$ cat config.mk
export PLATFORM = sky130hd
export DESIGN_NAME = txp_push
export DESIGN_NICKNAME = d
export VERILOG_FILES = /design/src/rtl/txp_pkg.sv /design/src/rtl/txp_spi_byte.sv /design/src/rtl/txp_len_gate.sv /design/src/rtl/txp_byte_mux.sv /design/src/rtl/txp_push.sv
export SDC_FILE = /design/constraint.sdc
export NUM_CORES = 1
export LEC_CHECK = 0
export ABC_AREA = 1
export CAP_MARGIN = 0
export CORE_UTILIZATION = 35
export CTS_CLUSTER_DIAMETER = 60
export DETAILED_ROUTE_END_ITERATION = 10
export PLACE_DENSITY = 0.65
export SYNTH_ARGS = -nofsm -noshare
export SYNTH_HDL_FRONTEND = slang
export SYNTH_SLANG_ARGS = --single-unit
$ cat constraint.sdc
create_clock -name clk -period 2.6 [get_ports clk]
set_input_delay 0.26 -clock clk [delete_from_list [all_inputs] [get_ports clk]]
set_output_delay 0.26 -clock clk [all_outputs]
set_load 0.02 [all_outputs]
$ cat src/rtl/txp_pkg.sv
package txp_pkg;
  typedef enum logic [1:0] {
    TXS_NONE   = 2'd0,
    TXS_SENT   = 2'd1,
    TXS_TOOBIG = 2'd2,
    TXS_NOROOM = 2'd3
  } txs_e;

  // Order is the transaction order of one accepted frame.
  typedef enum logic [2:0] {
    OP_POLL   = 3'd0,
    OP_RDWIN0 = 3'd1,
    OP_SETWIN = 3'd2,
    OP_DMA    = 3'd3,
    OP_RDWIN1 = 3'd4,
    OP_CLRWIN = 3'd5,
    OP_RDQ    = 3'd6,
    OP_SETQ   = 3'd7
  } op_e;

  typedef enum logic [1:0] {
    XS_OPEN = 2'd0,
    XS_SEND = 2'd1,
    XS_GAP  = 2'd2
  } xs_e;

  localparam logic [7:0]  A_FREE   = 8'h78;
  localparam logic [7:0]  A_WIN    = 8'h82;
  localparam logic [7:0]  A_ENQ    = 8'h80;
  localparam logic [7:0]  BURST_OP = 8'hC0;
  localparam logic [15:0] WIN_BIT  = 16'h0008;
  localparam logic [15:0] ENQ_BIT  = 16'h0001;
  localparam int          HDR_BYTES = 5;
endpackage

$ cat src/rtl/txp_spi_byte.sv
module txp_spi_byte (
  input  logic       clk,
  input  logic       rst,
  input  logic       start,
  input  logic [7:0] din,
  input  logic       miso,
  output logic       busy,
  output logic       done,
  output logic [7:0] dout,
  output logic       sclk,
  output logic       mosi
);
  logic [7:0] sh_q;
  logic [2:0] bit_q;

  always_ff @(posedge clk) begin
    if (rst) begin
      busy  <= 1'b0;
      done  <= 1'b0;
      dout  <= '0;
      sclk  <= 1'b0;
      mosi  <= 1'b0;
      sh_q  <= '0;
      bit_q <= '0;
    end else begin
      done <= 1'b0;
      if (!busy) begin
        if (start) begin
          busy  <= 1'b1;
          sh_q  <= din;
          mosi  <= din[7];
          bit_q <= '0;
          sclk  <= 1'b0;
        end
      end else if (!sclk) begin
        sclk <= 1'b1;
        dout <= {dout[6:0], miso};
      end else begin
        sclk <= 1'b0;
        if (bit_q == 3'd7) begin
          busy <= 1'b0;
          done <= 1'b1;
        end else begin
          bit_q <= bit_q + 3'd1;
          sh_q  <= {sh_q[6:0], 1'b0};
          mosi  <= sh_q[6];
        end
      end
    end
  end
endmodule

$ cat src/rtl/txp_len_gate.sv
module txp_len_gate #(
  parameter int LW      = 12,
  parameter int PW      = LW + 1,
  parameter int MAX_LEN = 1500
) (
  input  logic [LW-1:0] len_i,
  output logic [PW-1:0] padded_o,
  output logic          too_big_o
);
  assign padded_o  = (PW'(len_i) + PW'(3)) & ~PW'(3);
  assign too_big_o = padded_o > PW'(MAX_LEN);
endmodule

$ cat src/rtl/txp_byte_mux.sv
module txp_byte_mux
  import txp_pkg::*;
#(
  parameter int LW = 12,
  parameter int CW = LW + 2
) (
  input  op_e           op_i,
  input  logic [CW-1:0] idx_i,
  input  logic [15:0]   rdata_i,
  input  logic [LW-1:0] len_i,
  output logic [7:0]    byte_o,
  output logic          from_stream_o,
  output logic          is_read_o
);
  logic [7:0]    addr;
  logic          wr;
  logic [15:0]   wdata;
  logic [3:0]    be;
  logic [CW-1:0] pidx;
  logic [15:0]   len16;

  always_comb begin
    addr  = A_ENQ;
    wr    = 1'b0;
    wdata = rdata_i;
    case (op_i)
      OP_POLL:   addr = A_FREE;
      OP_RDWIN0: addr = A_WIN;
      OP_RDWIN1: addr = A_WIN;
      OP_SETWIN: begin addr = A_WIN; wr = 1'b1; wdata = rdata_i | WIN_BIT;  end
      OP_CLRWIN: begin addr = A_WIN; wr = 1'b1; wdata = rdata_i & ~WIN_BIT; end
      OP_SETQ:   begin addr = A_ENQ; wr = 1'b1; wdata = rdata_i | ENQ_BIT;  end
      default:   addr = A_ENQ;
    endcase
    be        = addr[1] ? 4'b1100 : 4'b0011;
    is_read_o = (op_i != OP_DMA) && !wr;
    pidx      = idx_i - CW'(HDR_BYTES);
    len16     = 16'(len_i);
    from_stream_o = 1'b0;
    byte_o        = 8'h00;
    if (op_i == OP_DMA) begin
      if (idx_i == CW'(0))      byte_o = BURST_OP;
      else if (idx_i == CW'(3)) byte_o = len16[7:0];
      else if (idx_i == CW'(4)) byte_o = len16[15:8];
      else if (idx_i >= CW'(HDR_BYTES)) from_stream_o = pidx < CW'(len_i);
    end else begin
      case (idx_i)
        CW'(0):  byte_o = {1'b0, wr, be, addr[7:6]};
        CW'(1):  byte_o = {addr[5:2], 4'h0};
        CW'(2):  byte_o = wr ? wdata[7:0]  : 8'h00;
        default: byte_o = wr ? wdata[15:8] : 8'h00;
      endcase
    end
  end
endmodule

$ cat src/rtl/txp_push.sv
module txp_push
  import txp_pkg::*;
#(
  parameter int LW         = 12,
  parameter int MAX_LEN    = 1500,
  parameter int POLL_LIMIT = 8
) (
  input  logic          clk,
  input  logic          rst,
  input  logic          req_start,
  input  logic [LW-1:0] req_len,
  output logic          busy,
  output logic          done,
  output logic [1:0]    status,
  input  logic          pl_valid,
  input  logic [7:0]    pl_data,
  output logic          pl_ready,
  output logic          spi_sclk,
  output logic          spi_mosi,
  input  logic          spi_miso,
  output logic          spi_cs_n
);
  localparam int PW  = LW + 1;
  localparam int CW  = LW + 2;
  localparam int PCW = $clog2(POLL_LIMIT + 1);

  logic [LW-1:0]  len_q;
  logic [PW-1:0]  pad_q;
  op_e            op_q;
  xs_e            xs_q;
  logic [CW-1:0]  bidx_q, cur_q;
  logic [15:0]    rdata_q;
  logic [PCW-1:0] polls_q;

  logic [PW-1:0]  pad_w;
  logic           too_big;
  logic [7:0]     mux_byte, sh_rx;
  logic           from_stream, is_read;
  logic           sh_busy, sh_done, issue, avail;
  logic [CW-1:0]  nbytes;
  logic           room_ok;

  txp_len_gate #(.LW(LW), .PW(PW), .MAX_LEN(MAX_LEN)) u_gate (
    .len_i(req_len), .padded_o(pad_w), .too_big_o(too_big)
  );

  txp_byte_mux #(.LW(LW), .CW(CW)) u_mux (
    .op_i(op_q), .idx_i(bidx_q), .rdata_i(rdata_q), .len_i(len_q),
    .byte_o(mux_byte), .from_stream_o(from_stream), .is_read_o(is_read)
  );

  assign nbytes   = (op_q == OP_DMA) ? CW'(pad_q) + CW'(HDR_BYTES) : CW'(4);
  assign avail    = !from_stream || pl_valid;
  assign issue    = busy && (xs_q == XS_SEND) && !sh_busy && (bidx_q < nbytes) && avail;
  assign pl_ready = issue && from_stream;
  assign room_ok  = 16'(rdata_q[11:0]) >= (16'(len_q) + 16'd4);

  txp_spi_byte u_shift (
    .clk(clk), .rst(rst), .start(issue),
    .din(from_stream ? pl_data : mux_byte),
    .miso(spi_miso), .busy(sh_busy), .done(sh_done), .dout(sh_rx),
    .sclk(spi_sclk), .mosi(spi_mosi)
  );

  always_ff @(posedge clk) begin
    if (rst) begin
      busy     <= 1'b0;
      done     <= 1'b0;
      status   <= TXS_NONE;
      spi_cs_n <= 1'b1;
      len_q    <= '0;
      pad_q    <= '0;
      op_q     <= OP_POLL;
      xs_q     <= XS_OPEN;
      bidx_q   <= '0;
      cur_q    <= '0;
      rdata_q  <= '0;
      polls_q  <= '0;
    end else begin
      done <= 1'b0;
      if (sh_done && is_read) begin
        if (cur_q == CW'(2)) rdata_q[7:0]  <= sh_rx;
        if (cur_q == CW'(3)) rdata_q[15:8] <= sh_rx;
      end
      if (!busy) begin
        if (req_start) begin
          if (too_big) begin
            done   <= 1'b1;
            status <= TXS_TOOBIG;
          end else begin
            busy    <= 1'b1;
            len_q   <= req_len;
            pad_q   <= pad_w;
            op_q    <= OP_POLL;
            polls_q <= '0;
            xs_q    <= XS_OPEN;
          end
        end
      end else begin
        case (xs_q)
          XS_OPEN: begin
            spi_cs_n <= 1'b0;
            bidx_q   <= '0;
            xs_q     <= XS_SEND;
          end
          XS_SEND: begin
            if (issue) begin
              bidx_q <= bidx_q + CW'(1);
              cur_q  <= bidx_q;
            end else if (bidx_q == nbytes && !sh_busy) begin
              spi_cs_n <= 1'b1;
              xs_q     <= XS_GAP;
            end
          end
          default: begin
            xs_q <= XS_OPEN;
            if (op_q == OP_POLL) begin
              if (room_ok) begin
                op_q <= OP_RDWIN0;
              end else if (polls_q == PCW'(POLL_LIMIT - 1)) begin
                busy   <= 1'b0;
                done   <= 1'b1;
                status <= TXS_NOROOM;
              end else begin
                polls_q <= polls_q + PCW'(1);
              end
            end else if (op_q == OP_SETQ) begin
              busy   <= 1'b0;
              done   <= 1'b1;
              status <= TXS_SENT;
            end else begin
              op_q <= op_e'(op_q + 3'd1);
            end
          end
        endcase
      end
    end
  end
endmodule

* Word level (Yosys, flattened, before mapping)
Cells that the tools add are included.
** Cells by class
- Muxes and demuxes :: 87
- $add $sub $neg :: 8
- Equality and inequality tests :: 34
- Bitwise logic cells :: 4
- Reductions and logical operators :: 35
- Order comparisons :: 5
** Operators by type and width (count)
- $eq 14x2->1 const B :: 4
- $mux 8 :: 6
- $mux 1 :: 36
- $mux 4 :: 9
- $mux 3 :: 11
- $mux 14 :: 2
- $mux 7 :: 4
- $pmux 14 s2 :: 1
- $mux 2 :: 13
- $pmux 8 s3 :: 1
- $ne 2x2->1 const B :: 8
- $pmux 8 s2 :: 1
- $add 13x3->14 const B :: 1
- $add 14x1->14 const B :: 1
- $eq 14x1->1 const B :: 1
- $eq 14x14->1 :: 1
- $eq 14x3->1 const B :: 1
- $ge 14x3->1 const B :: 1
- $logic_not 14->1 :: 1
- $lt 14x12->1 :: 1
- $lt 14x14->1 :: 1
- $sub 14x3->14 const B :: 1
- $add 12x2->13 const B :: 1
- $add 12x3->13 const B :: 1
- 31 further kinds :: 65
** Storage, ports and cells
- Output and inout port bits :: 8
- Logic and storage cells :: 193
- Bits in registers :: 103
- Input port bits :: 25

* Depth between registers and ports, before layout
- Depth in word-level cells :: 13
- Depth in mapped cells :: 22
- Depth with buffers taken out :: 21

* By module
From an unflattened synthesis, not the netlist that was laid out.
** Second synthesis, totals
- Cell total of the unflattened synthesis :: 1103
- Area total of the unflattened synthesis :: 7339.5 um^2
** By module, submodules not included
- txp_push :: times used 1, cells an instance 676, seq. area each 1661.6 um^2, area an instance 4690.7 um^2
- txp_byte_mux :: times used 1, cells an instance 237, seq. area each 0.0 um^2, area an instance 1326.3 um^2
- txp_spi_byte :: times used 1, cells an instance 135, seq. area each 440.4 um^2, area an instance 1023.5 um^2
- txp_len_gate :: times used 1, cells an instance 55, seq. area each 0.0 um^2, area an instance 299.0 um^2

* Worst setup path before layout
OpenSTA, ideal clock, no wires.
- Kind :: reg-to-output
- Start point :: reg pad_q[2]
- End point :: out pl_ready
- Required time :: 2340 ps
- Data arrival time :: 2673 ps
- Path buffers :: 1
- Path slack :: -333 ps
- Stages on the path, launching flop included :: 22
- Cells stage by stage :: dfxtp_1 -> inv_1 -> nor3_1 -> inv_1 -> nor2_1 -> inv_1 -> nor3_1 -> nand4_1 -> inv_1 -> a21oi_1 -> o21ai_0 -> ha_1 -> a21oi_1 -> nor2_1 -> o21ai_0 -> nand3_1 -> nor2_1 -> nand2_2 -> buf_6 -> inv_2 -> nand3_1 -> inv_1
** Between the ends
- Cells in the longest elaborated chain, start to end :: 6
** Ends and longest elaborated chain
- start: declaration :: RTL line txp_push.sv:28 : logic [PW-1:0] pad_q;
- start signal: assignment :: RTL line txp_push.sv:93 : pad_q <= pad_w;
- $add 13x3->14 :: RTL line txp_push.sv:52 : assign nbytes = (op_q == OP_DMA) ? CW'(pad_q) + CW'(HDR_BYTES) : CW'(4);
- $mux 14 :: RTL line txp_push.sv:52
- $lt 14x14->1 :: RTL line txp_push.sv:54 : assign issue = busy && (xs_q == XS_SEND) && !sh_busy && (bidx_q < nbytes) && avail;
- $logic_and 1x1->1 (2 in a row) :: RTL line txp_push.sv:54
- $logic_and 1x1->1 :: RTL line txp_push.sv:55 : assign pl_ready = issue && from_stream;
- end: declaration :: RTL line txp_push.sv:17 : output logic pl_ready,
No other way between the ends.

* Final worst setup path
- Start point :: reg pad_q[3]
- End point :: out pl_ready
Same word-level chain as after synthesis.

==> flow_summary.yaml <==
status:
  status: "finished, violations left"
  violations: "setup timing"
power:
  pwr-share-seq_pct: 41.7
  internal_power_mw: 2.856
  p_comb_share_pct: 20.9
  peakVddDrop_mv: 0.3716
  p_leak_nw: 3.933
  swShare_pct: 28.86
  p_clk_share_pct: 37.5
  power_density_nw_per_um2: 433.6
  switchingPower_mw: 1.159
grt:
  grt_pass1_wl_mm: 33.84
  grt.overflow.total: 0
  gr-usage-all-layers_pct: 21.36
  grt_max_degree: 40
  antenna_found_initial: 0
  grt_pass1_vias: 6795
critical_path:
  critPathMaxFanout: 3
  critPathSlowestCell: "dfxtp_2"
  cp_data_arrival_time_ns: 2.95
  critPathBufInv: 5
  critPathMaxStageDelay_ns: 0.36
  startpoint_type: "register"
  crit_chain: "ha_4 > nand2_1 > nor2_2 > inv_2 > nor2_2 > inv_2 > nor3_4 > nand3_2 > o21ai_2 > o211ai_1 > ha_1 > nand2_1 > nor2_2 > nand4_1 > a21oi_2 > nor2_4 > nand2_4 > clkinv_4 > nand3_2 > inv_2 > buf_6"
  criticalPathCategory: "reg -> out"
  worstSetupEndpointType: "output pin"
  critPathRequiredTime_ns: 2.34
  crit_family: "simple AND/OR/NAND/NOR gates"
yosys:
  ys_seq_area_share_pct: 29.81
  yosysUniqueCellTypes: 40
  synth_nets: 1130
  synth_area_um2: 6918
  ys_warn_count: 0
  synth_seq_cells: 103
  synth_area_per_cell_um2: 6.570
  synth_cells: 1053
place:
  dp_hpwl_mm: 15.51
  portBuffers: 32
  postPlaceCellArea_um2: 8325
  gp_congestion: 0.9296
cts:
  cts_buffer_depth: 2
  cts_tree: "built"
  htreeDepth: 3
  cts_sinks: 103
  holdBufCountCts: 0
  path_clk_slew_ns: 0.08
  worstSkewPairLatency_ns: 0.37
  cts-root-buf: "clkbuf_16"
  numCtsBuffers: 9
timing:
  fmax_ghz: 0.3114
  slew_headroom_pct: 63.28
  rsz0062_at_grt: "yes"
  finalSetupViolCount: 45
  fin_ws_ns: -0.6111
  min_period_ns: 3.211
  clock_skew_ns: 0.01288
  slew_viol_final: 0
  fin_setup_tns_ns: -19.72
  post-route-period-util_pct: 123.5
  tightest_slew_ns: 0.5491
  hold_violations: 0
job:
  cap_violations: 0
detailed_routing:
  vias: 7179
  wl_per_cell_um: 14.42
  wl_mm: 21.00
  drcViolationCount: 0
  drt_iter0_markers: 408
  avgViaCountPerCell: 4.931
  ant_nets: 0
  drtPass1Iterations: 6
finish:
  final_area_um2: 9260
  drive_above_1_share_pct: 22.42
  area_growth_pct: 33.86
  nets: 1263
  final_common_cell: "nand2_1"
  final_cell_mix: "nand2_1 (178), nor2_1 (161), buf_4 (121)"
  num_antenna_cells: 0
floorplan:
  rows: 51
  num_io_pins: 33
  start_util_pct: 35.66
  die_w_um: 142.6
  core_um2: 19400
  die-area_um2: 20330
  die_height_um: 142.6
worst_hold_path:
  min_path_type: "reg -> reg"
-- cell families (layout without fill, tap and decap cells) --
| group | after synthesis | after routing | share of synthesized area [%] |
|---|---|---|---|
| and+or+nand+nor | 512 | 512 | 32.28 |
| AOI/OAI and AO/OA | 189 | 189 | 14.78 |
| buffers and inverters | 165 | 303 | 9.676 |
| DFF | 103 | 103 | 29.81 |
| adders and majority gates | 52 | 52 | 9.405 |
| xor gates and xnor gates | 32 | 32 | 4.051 |
-- stage by stage --
stage / std cells / setup slack [ns] / hold slack (ns) / utilization (%) / power, mW
6_report: 1456 / -0.6111 / 0.4556 / 47.74 / 4.015
5_1_grt: 1456 / -0.8311 / 0.4741 / 47.74 / 4.195
4_1_cts: 1451 / -0.6418 / 0.4607 / 45.70 / 3.974
3_5_place_dp: 1427 / -0.8023 / 0.4500 / 42.92 / 2.449
3_3_place_gp: 1427 / -0.7403 / 0.4506 / 42.92 / 2.441
2_1_floorplan: 1053 / -0.1112 / 0.4298 / - / 2.127
-- path summary, 6_finish.rpt --
check | startpoint | endpoint | slack (ns) | depth (start not counted)
setup / recovery | pad_q[3] | pl_ready | -0.61 | 21
hold / removal | cur_q[4] | cur_q[4] | 0.46 | 2
setup reg to reg | pad_q[3] | u_shift.sh_q[0] | -0.54 | 23
hold reg to reg | cur_q[4] | cur_q[4] | 0.46 | 2
-- synth_stat cells, drive strengths merged --
master    n  area share (%)
a211oi   17             1.8
a21boi    1            0.11
a21oi    96             7.1
a22oi     2            0.22
buf      18             1.7
clkbuf   25             1.4
clkinv    1           0.054
dfxtp   103              30
ha       52             9.4
inv     121             6.6
nand2   196              11
nand3    73             5.4
nand3b   13             1.4
nand4    23             2.1
nor2    179              10
nor3     15             1.1
nor3b     6            0.80
nor4      4            0.36
o211ai    3            0.33
o21a      1            0.11
o21ai    67             4.8
o21bai    1            0.11
o31ai     1            0.11
or2       3            0.27
xnor2     4            0.51
xor2     28             3.5
-- power groups by stage --
stage	Combinational [mW]	Clock, mW	Sequential (mW)
2_1_floorplan	0.414	0	1.71
3_3_place_gp	0.735	0	1.71
3_5_place_dp	0.742	0	1.71
4_1_cts	0.771	1.53	1.67
5_1_grt	0.926	1.59	1.68
6_report	0.838	1.50	1.67
-- what timing repair did --
action                                  CTS  global route
cloned                                    1             1
endpoints found under the hold margin     0             0
endpoints found under the setup margin   55            56
setup buffers                            10             4
resized for setup                        43            97
pin swaps                                22            30
-- area by class of cell --
class	instances	area (um2)
sequential	103	2069
clock buffer	11	242.7
fill	1997	10140
tap	265	331.6
timing repair buffer	165	1434
multi-input combinational	785	4636
clock inverter	5	81.33
inverter	122	465.4
-- worst reg2reg max path, delay by kind of cell, from the launching register on --
kind                     cells  cell delay, ns
adder cells (fa/ha/maj)      2            0.45
AND/OR/NAND/NOR             12            1.12
buffers and inverters        5            0.58
flip-flops                   1            0.36
AO/OA/AOI/OAI                4            0.56
-- state kept, by name, summed over array words and instances (netlist names), 2 cells and up --
signal,count
xs_q,2
len_q,12
u_shift.sh_q,7
u_shift.bit_q,3
pad_q,11
status,2
polls_q,4
op_q,3
u_shift.dout,8
bidx_q,14
cur_q,14
rdata_q,16
-- metal layers --
metal | global-route usage [%] | up-vias | part of all wire (%)
met5 | 0 | - | 0
met4 | 7.244 | 0 | 2.4
met3 | 4.509 | 32 | 4.8
met2 | 35.42 | 160 | 46
met1 | 27.33 | 3275 | 47
li1 | - | 3712 | -
(Power assumes the default switching activity.)
